`config.mk`:
```
export PLATFORM = sky130hd
export DESIGN_NAME = soft_mute_ramp
export DESIGN_NICKNAME = d
export VERILOG_FILES = /design/src/rtl/soft_mute_pkg.sv /design/src/rtl/soft_mute_step_ctrl.sv /design/src/rtl/soft_mute_gain_lut.sv /design/src/rtl/soft_mute_mult.sv /design/src/rtl/soft_mute_ramp.sv
export SDC_FILE = /design/constraint.sdc
export NUM_CORES = 2
export LEC_CHECK = 0
export ABC_CLOCK_PERIOD_IN_PS = 11000
export BUFFER_PORTS_ARGS = -buffer_cell sky130_fd_sc_hd__buf_2
export CAP_MARGIN = 10
export CORE_MARGIN = 2
export CORE_UTILIZATION = 40
export CTS_CLUSTER_SIZE = 16
export DETAILED_ROUTE_END_ITERATION = 10
export GPL_ROUTABILITY_DRIVEN = 0
export GPL_TIMING_DRIVEN = 0
export PLACE_DENSITY = 0.58
export SETUP_SLACK_MARGIN = 0.05
export SLEW_MARGIN = 10
export SYNTH_ARGS = -nofsm -noshare
export SYNTH_HDL_FRONTEND = slang
export SYNTH_SLANG_ARGS = --single-unit
```
`constraint.sdc`:
```
create_clock -name clk -period 11 [get_ports clk]
set_input_delay 0.55 -clock clk [delete_from_list [all_inputs] [get_ports clk]]
set_output_delay 0.55 -clock clk [all_outputs]
set_load 0.01 [all_outputs]
```
`src/rtl/soft_mute_pkg.sv`:
```
package soft_mute_pkg;

    localparam int CODE_W   = 8;
    localparam int GAIN_W   = 16;
    localparam int FRAC_SH  = GAIN_W - 1;
    localparam int PER_OCT  = 12;
    localparam int CODE_TOP = (1 << CODE_W) - 1;

    // Unity-referenced mantissa for one twelfth-octave position
    function automatic logic [GAIN_W-1:0] octave_mant(input logic [3:0] pos);
        logic [GAIN_W-1:0] m;
        case (pos)
            4'd0:    m = 16'd32768;
            4'd1:    m = 16'd30929;
            4'd2:    m = 16'd29193;
            4'd3:    m = 16'd27554;
            4'd4:    m = 16'd26008;
            4'd5:    m = 16'd24548;
            4'd6:    m = 16'd23170;
            4'd7:    m = 16'd21870;
            4'd8:    m = 16'd20643;
            4'd9:    m = 16'd19484;
            4'd10:   m = 16'd18390;
            4'd11:   m = 16'd17358;
            default: m = '0;
        endcase
        return m;
    endfunction

endpackage

```
`src/rtl/soft_mute_step_ctrl.sv`:
```
module soft_mute_step_ctrl
    import soft_mute_pkg::*;
#(
    parameter int STEP_FRAMES = 4
) (
    input  logic              clk,
    input  logic              rst_n,
    input  logic              frame_stb,
    input  logic              mute_req,
    input  logic [CODE_W-1:0] target_code,
    output logic [CODE_W-1:0] code_q
);
    localparam int CNT_W = (STEP_FRAMES > 1) ? $clog2(STEP_FRAMES) : 1;
    localparam logic [CNT_W-1:0] CNT_LAST = CNT_W'(STEP_FRAMES - 1);

    typedef struct packed {
        logic [CODE_W-1:0] code;
        logic [CNT_W-1:0]  cnt;
    } ramp_t;

    ramp_t st_d, st_q;
    logic [CODE_W-1:0] goal;

    always_comb begin
        goal = mute_req ? '0 : target_code;
        st_d = st_q;
        if (frame_stb) begin
            if (st_q.code == goal) begin
                st_d.cnt = '0;
            end else if (st_q.cnt == CNT_LAST) begin
                st_d.cnt  = '0;
                st_d.code = (goal > st_q.code) ? st_q.code + 1'b1 : st_q.code - 1'b1;
            end else begin
                st_d.cnt = st_q.cnt + 1'b1;
            end
        end
    end

    always_ff @(posedge clk) begin
        if (!rst_n) begin
            st_q.code <= target_code;
            st_q.cnt  <= '0;
        end else begin
            st_q <= st_d;
        end
    end

    assign code_q = st_q.code;

endmodule

```
`src/rtl/soft_mute_gain_lut.sv`:
```
module soft_mute_gain_lut
    import soft_mute_pkg::*;
(
    input  logic [CODE_W-1:0] code,
    output logic [GAIN_W-1:0] gain
);
    logic [CODE_W-1:0] depth;
    logic [CODE_W-1:0] octave;
    logic [CODE_W-1:0] pos;

    always_comb begin
        depth  = CODE_W'(CODE_TOP) - code;
        octave = depth / CODE_W'(PER_OCT);
        pos    = depth % CODE_W'(PER_OCT);
        if (code == '0) begin
            gain = '0;
        end else if (octave >= CODE_W'(GAIN_W)) begin
            gain = '0;
        end else begin
            gain = octave_mant(pos[3:0]) >> octave;
        end
    end

endmodule

```
`src/rtl/soft_mute_mult.sv`:
```
module soft_mute_mult
    import soft_mute_pkg::*;
#(
    parameter int SAMPLE_W = 24
) (
    input  logic                       clk,
    input  logic                       rst_n,
    input  logic                       frame_stb,
    input  logic signed [SAMPLE_W-1:0] sample,
    input  logic [GAIN_W-1:0]          gain,
    output logic signed [SAMPLE_W-1:0] y_q
);
    localparam int PROD_W = SAMPLE_W + GAIN_W + 1;
    localparam logic signed [PROD_W-1:0] HALF = PROD_W'(1) <<< (FRAC_SH - 1);

    logic signed [PROD_W-1:0]   prod;
    logic signed [PROD_W-1:0]   rounded;
    logic signed [SAMPLE_W-1:0] y_d;

    always_comb begin
        prod    = PROD_W'(sample) * $signed({1'b0, gain});
        rounded = (prod + HALF) >>> FRAC_SH;
        y_d     = frame_stb ? rounded[SAMPLE_W-1:0] : y_q;
    end

    always_ff @(posedge clk) begin
        if (!rst_n) begin
            y_q <= '0;
        end else begin
            y_q <= y_d;
        end
    end

endmodule

```
`src/rtl/soft_mute_ramp.sv`:
```
module soft_mute_ramp
    import soft_mute_pkg::*;
#(
    parameter int SAMPLE_W    = 24,
    parameter int STEP_FRAMES = 4
) (
    input  logic                       clk,
    input  logic                       rst_n,
    input  logic                       frame_stb,
    input  logic                       mute_pin,
    input  logic                       mute_bit,
    input  logic [CODE_W-1:0]          target_code,
    input  logic signed [SAMPLE_W-1:0] in_l,
    input  logic signed [SAMPLE_W-1:0] in_r,
    output logic signed [SAMPLE_W-1:0] out_l,
    output logic signed [SAMPLE_W-1:0] out_r
);
    localparam int NUM_CH = 2;

    logic                mute_req;
    logic [CODE_W-1:0]   ramp_code;
    logic [GAIN_W-1:0]   gain;
    logic signed [SAMPLE_W-1:0] ch_in  [NUM_CH];
    logic signed [SAMPLE_W-1:0] ch_out [NUM_CH];

    assign mute_req = mute_pin | mute_bit;

    soft_mute_step_ctrl #(
        .STEP_FRAMES(STEP_FRAMES)
    ) u_ctrl (
        .clk        (clk),
        .rst_n      (rst_n),
        .frame_stb  (frame_stb),
        .mute_req   (mute_req),
        .target_code(target_code),
        .code_q     (ramp_code)
    );

    soft_mute_gain_lut u_lut (
        .code(ramp_code),
        .gain(gain)
    );

    assign ch_in[0] = in_l;
    assign ch_in[1] = in_r;

    for (genvar c = 0; c < NUM_CH; c++) begin : g_ch
        soft_mute_mult #(
            .SAMPLE_W(SAMPLE_W)
        ) u_mult (
            .clk      (clk),
            .rst_n    (rst_n),
            .frame_stb(frame_stb),
            .sample   (ch_in[c]),
            .gain     (gain),
            .y_q      (ch_out[c])
        );
    end

    assign out_l = ch_out[0];
    assign out_r = ch_out[1];

endmodule

```
Word-level counts from Yosys, hierarchy flattened
Memories as Yosys holds them, arrays and structs flattened.
Cells that the tools add are included.
{"block": "classes", "addsub": 6, "n_bitwise": 1, "n_shift": 1, "n_mul": 2, "magnitude_cmp": 2, "reduce_logical": 2, "mux": 12, "div": 2, "n_eq_ne": 5}
{"op": "$add A39 B16 Y39 const B", "count": 2}
{"op": "$mul A24 B17 Y39", "count": 2}
{"op": "$mux W16", "count": 4}
{"op": "$mux W8", "count": 4}
{"op": "$mux W10", "count": 2}
{"op": "$shr A16 B8 Y16", "count": 1}
{"op": "$add A8 B1 Y8 const B", "count": 1}
{"op": "$div A8 B4 Y8 const B", "count": 1}
{"op": "$eq A8 B8 Y1", "count": 1}
{"op": "$ge A8 B5 Y1 const B", "count": 1}
{"op": "$gt A8 B8 Y1", "count": 1}
{"op": "$logic_not A8 Y1", "count": 1}
{"op": "$mod A8 B4 Y8 const B", "count": 1}
{"op": "$sub A8 B1 Y8 const B", "count": 1}
{"op": "$sub A8 B8 Y8 const A", "count": 1}
{"op": "$mux W2", "count": 2}
{"op": "$ne A2 B1 Y1 const B", "count": 2}
{"op": "$reduce_and A3 Y1", "count": 1}
{"op": "$add A2 B1 Y2 const B", "count": 1}
{"op": "$eq A2 B2 Y1 const B", "count": 1}
{"op": "$ne A2 B2 Y1 const B", "count": 1}
{"op": "$or A1 B1 Y1", "count": 1}
{"block": "totals", "out_inout_bits": 48, "regBits": 58, "memories": 1, "mem_bits_rw": 0, "mem_bits_ro": 256, "latch_bits": 0}
{"name": "(no name shown)", "depth": 16, "width": 16, "read_ports": 1, "rd_ports_with_merged_regs": 0, "write_ports": 0, "line": "soft_mute_pkg.sv:12", "text": "case (pos)"}

Depth between registers and ports, before layout
{"block": "depth", "ltp_word": 10, "ltp_mapped": 44, "mapped_depth_nobuf": 39}

Cells and area by module
From an unflattened synthesis, not the netlist that was laid out.
{"block": "unflattened", "cells_unflattened": 3598, "hier_area_um2": 31798.0}
{"module": "soft_mute_mult (g_ch[0].u_mult)", "cells_per_inst": 1624, "area_per_inst_um2": 14665.3, "instances": 1, "seq_area_each_um2": 480.5}
{"module": "soft_mute_mult (g_ch[1].u_mult)", "cells_per_inst": 1620, "area_per_inst_um2": 14513.9, "instances": 1, "seq_area_each_um2": 480.5}
{"module": "soft_mute_gain_lut", "cells_per_inst": 234, "area_per_inst_um2": 1552.7, "instances": 1, "seq_area_each_um2": 0.0}
{"module": "soft_mute_step_ctrl", "cells_per_inst": 119, "area_per_inst_um2": 1059.8, "instances": 1, "seq_area_each_um2": 280.3}
{"module": "soft_mute_ramp", "cells_per_inst": 1, "area_per_inst_um2": 6.3, "instances": 1, "seq_area_each_um2": 0.0}

Worst setup path after synthesis
Ideal clock, no wire load.
{"block": "synth_timing", "path_kind": "register -> register", "from": "register u_ctrl.code_q[4] (netlist name)", "to": "register g_ch[0].u_mult.y_q[18]", "arrival_ps": 9203, "period_less_slack_ps": 9327, "setup_time_ps": 124, "n_path_buf": 4, "slack_ps": 1673, "stages_incl_launch_ff": 38, "required_time_ps": 10876, "cell_sequence": "edfxtp_1 buf_4 nor3b_1 a221oi_1 a31oi_1 nor3_2 clkbuf_1 nor3_1 a211oi_1 mux2i_1 a211oi_1 a21oi_1 nor2_1 clkbuf_1 clkbuf_1 nand2_1 fa_1 fa_1 [... 2 more ...] fa_1 fa_1 inv_1 fa_1 inv_1 ha_1 a21o_1 a21oi_1 nor2b_1 or2_2 a211o_1 or3_1 a221oi_1 o21ai_1 a221o_1 a221oi_1 xor2_1 o21ai_1"}
{"block": "synth_between", "elab_chain_len": 10, "elab_cells_between_ends": 13, "cone_classes": "add/sub: 2; mul: 1; div: 2; order compare: 1; shift: 1; mux: 4; reduce/logical: 1; memory: 1"}
{"element": "$sub A8 B8 Y8", "line": "soft_mute_gain_lut.sv:12", "text": "depth = CODE_W'(CODE_TOP) - code;"}
{"element": "$mod A8 B4 Y8", "line": "soft_mute_gain_lut.sv:14", "text": "pos = depth % CODE_W'(PER_OCT);"}
{"element": "$mem_v2 Z16 W16"}
{"element": "$mux W16", "line": "soft_mute_gain_lut.sv:17", "text": "end else if (octave >= CODE_W'(GAIN_W)) begin"}
{"element": "$mux W16", "line": "soft_mute_gain_lut.sv:15", "text": "if (code == '0) begin"}
{"element": "$shr A16 B8 Y16", "line": "soft_mute_gain_lut.sv:20", "text": "gain = octave_mant(pos[3:0]) >> octave;"}
{"element": "$mux W16", "line": "soft_mute_gain_lut.sv:17"}
{"element": "$mux W16 *", "line": "soft_mute_gain_lut.sv:15"}
{"element": "$mul A24 B17 Y39 *", "line": "soft_mute_mult.sv:21", "text": "prod = PROD_W'(sample) * $signed({1'b0, gain});"}
{"element": "$add A39 B16 Y39 *", "line": "soft_mute_mult.sv:22", "text": "rounded = (prod + HALF) >>> FRAC_SH;"}
{"element": "end signal, assigned", "line": "soft_mute_mult.sv:30", "text": "y_q <= y_d;"}
{"element": "end, declared", "line": "soft_mute_mult.sv:11", "text": "output logic signed [SAMPLE_W-1:0] y_q"}
Every way passes the cells marked *; elsewhere a longest branch is shown, timed or not. The select of a mux whose other input is x is not followed.
A chain may end at the register's enable or synchronous reset.

Final worst setup path
{"block": "layout_timing", "from": "register u_ctrl.code_q[3] (netlist name)", "to": "register g_ch[0].u_mult.y_q[18]"}
{"block": "layout_between", "elab_chain_len": 10, "elab_cells_between_ends": 13, "cone_classes": "add/sub: 2; mul: 1; div: 2; order compare: 1; shift: 1; mux: 4; reduce/logical: 1; memory: 1"}
{"element": "$sub A8 B8 Y8", "line": "soft_mute_gain_lut.sv:12"}
{"element": "$mod A8 B4 Y8", "line": "soft_mute_gain_lut.sv:14"}
{"element": "$mem_v2 Z16 W16"}
{"element": "$mux W16", "line": "soft_mute_gain_lut.sv:17"}
{"element": "$mux W16", "line": "soft_mute_gain_lut.sv:15"}
{"element": "$shr A16 B8 Y16", "line": "soft_mute_gain_lut.sv:20"}
{"element": "$mux W16", "line": "soft_mute_gain_lut.sv:17"}
{"element": "$mux W16 *", "line": "soft_mute_gain_lut.sv:15"}
{"element": "$mul A24 B17 Y39 *", "line": "soft_mute_mult.sv:21"}
{"element": "$add A39 B16 Y39 *", "line": "soft_mute_mult.sv:22"}
Marks and branches as above.

==> impl_metrics.ini <==
[hold_path]
hold_class = flip-flop to flip-flop
min_from = g_ch[1].u_mult.y_q[13]$_SDFFE_PN0P_

[floorplan]
ios = 109
start_util = 0.404
rows = 104
core-area_um2 = 80400
fp.dieW_um = 289
dieHeight_um = 289
dieArea_um2 = 83400

[critical_path]
slowest_delay_ns = 0.55
r2r_start = u_ctrl.code_q[3]$_DFFE_PP_
cp_max_fo = 10
required_ns = 11.23
crit_start = u_ctrl.code_q[3]$_DFFE_PP_
crit_arrival_ns = 10.87
crit_buf_inv = 8
crit_top_cell = fa_1
critical_path_class = flip-flop to flip-flop
cp-start-kind = flip-flop
end_kind = flip-flop
crit_family = adder cells
slowest_stage = fa_1

[placed_design]
portBuffers = 106
dp.cells = 4901
dp_slack_ns = -0.831
hpwl_um = 85400

[yosys]
synth_top_area_cell = fa_1
yosys-top-cells-area = fa_1 (45%), inv_1 (11%), ha_1 (9.6%)
synth.distinct_cells = 89
ys_seq_elements = 58
ys_warn_count = 0
yosys.area_share.adder = 0.546
synth_cells = 3735
syn-num-nets = 4774
synth_top_area_frac = 0.450
netlist_area_um2 = 32500
synth-xor-area-share = 0.0189
synth_edf_count = 8
synth-compound-area-share = 0.0733
synth-async-reset-ratio = 0
synth_top_family_by_area = adder cells
synth.mux.area_fraction = 0.0108
synth_ff_type = dfxtp_1
synthSimpleGateAreaFrac = 0.180
synth_area_per_cell_um2 = 8.69
yosysSeqAreaShare = 0.0382

[detailed_routing]
wire_per_inst_um = 20.9
drt_iter0_drc = 1847
drtPass1Iterations = 5
wl_um = 103000
wl_met2_um = 46700
wl_met3_um = 8330
drcViolationCount = 0
drt-met1-wl_um = 43900
highest_layer = met5
avgViaCountPerCell = 5.17
ant_nets = 0
vias = 25400

[timing]
hold_viol_final = 0
fin_skew_ns = 0.0129
drv_slew = 0
fmaxAchievable_ghz = 0.0940
fin_hold_ws_ns = 0.450
fin_crit_sh = 0.967
rsz0062_at_grt = yes
relSlewSlack = 0.0989
period_minus_slack_ns = 10.64
setup_viol_count_final = 0
worst_slack_ns = 0.362
worst_pin_slew_ns = 1.35

[finish]
syn2layout_area_growth_pct = 7.60
fillers = 8166
finalNonFillerCells = 4922
final_common_cell = inv_1
mostFrequentLayoutCells = inv_1 (960), fa_1 (729), nand2_1 (375)
final_util = 0.434
drive_above_1_share = 0.0666
nNetsFinal = 4894

[job]
drv_cap = 0

[cts]
htree_levels = 3
clockRootBuffer = clkbuf_16
cts_sinks = 58
cts_inserted_buffers = 9
clkTransAtPathRegs_ns = 0.07
cts_tree = built
worstSkewPairLatency_ns = 0.39
cts_max_path_buffers = 2

[global_routing]
grt_usage = 0.258
grt_first_pass_wirelength_um = 160000
grt_max_degree = 13
antenna_found_initial = 13
grt-ovfl-total = 0
grt_pass1_vias = 26200

[run_status]
outcome = finished clean
-- layer usage --
layer	up-vias	GRT usage
met4	12	0.0808
met3	175	0.0446
met2	915	0.404
met5	-	0
li1	11400	-
met1	12900	0.363
-- through the flow --
step	TNS, ns	instance area [um^2]
after global routing	-0.0152	34900
final	0	34900
after CTS	0	34700
after floorplan	0	32500
after global placement	-14.23	34300
after detailed placement	-15.31	34300
-- worst paths after layout --
check	depth (start not counted)	slack [ns]	endpoint
setup / recovery	35	0.36	g_ch[0].u_mult.y_q[18]$_SDFFE_PN0P_
hold / removal	2	0.45	g_ch[1].u_mult.y_q[13]$_SDFFE_PN0P_
setup reg to reg	35	0.36	g_ch[0].u_mult.y_q[18]$_SDFFE_PN0P_
hold reg to reg	2	0.45	g_ch[1].u_mult.y_q[13]$_SDFFE_PN0P_
-- registers in the layout, summed over array words and instances, names as in the netlist --
| signal | cells |
|---|---|
| g_ch.u_mult.y_q | 48 |
| u_ctrl.code_q | 8 |
| u_ctrl.st_q | 2 |
-- area by class of cell --
cell class | instances | area, um^2 | share of cell area
multi-input combinational | 2539 | 27000 | 0.773
inverter | 961 | 3610 | 0.103
tap | 1060 | 1330 | 0.0380
sequential | 58 | 1240 | 0.0355
buffer | 176 | 821 | 0.0235
timing repair buffer | 110 | 561 | 0.0160
clock buffer | 9 | 225 | 0.00645
clock inverter | 7 | 125 | 0.00358
antenna | 2 | 5.00 | 0.000143
-- cells in the mapped netlist, types with 13 or more instances --
library cell and n:
xor2_1 22, a211oi_1 14, inv_1 960, a21oi_1 72, a31oi_1 13, nand2_1 375
nand3b_1 13, dfxtp_1 50, o21ai_0 81, mux2i_1 26, and3_1 59, nand3_1 23
nor2_1 69, fa_1 729, and2_1 333, ha_1 249, xnor2_1 48, nand2b_1 19
a21o_1 35, clkbuf_1 155, nor3_1 29, nor2b_1 122
-- worst reg2reg max path: cells and delay by family (launching register included) --
kind | cells | cell delay (ns)
DFF | 1 | 0.49
and+or+nand+nor | 8 | 1.81
muxes | 2 | 0.48
AOI/OAI and AO/OA | 9 | 2.58
buffers and inverters | 8 | 1.52
xor gates and xnor gates | 1 | 0.18
adders and majority gates | 7 | 3.39
-- timing repair --
action | CTS | global route
pin swaps | 0 | 3
gates resized for setup | 30 | 114
endpoints found under the setup margin | 38 | 38
setup buffers | 0 | 4
hold buffers | 0 | 0
-- kinds of logic after synthesis --
family                   Yosys count
buffers and inverters           1138
adder cells (fa/ha/maj)          979
XOR/XNOR                          70
flip-flops                        58
multiplexers                      34
AO/OA/AOI/OAI                    351
AND/OR/NAND/NOR                 1105
Power is not shown: default switching activity piles up to over one toggle a cycle in this logic, so the estimate is an artifact.
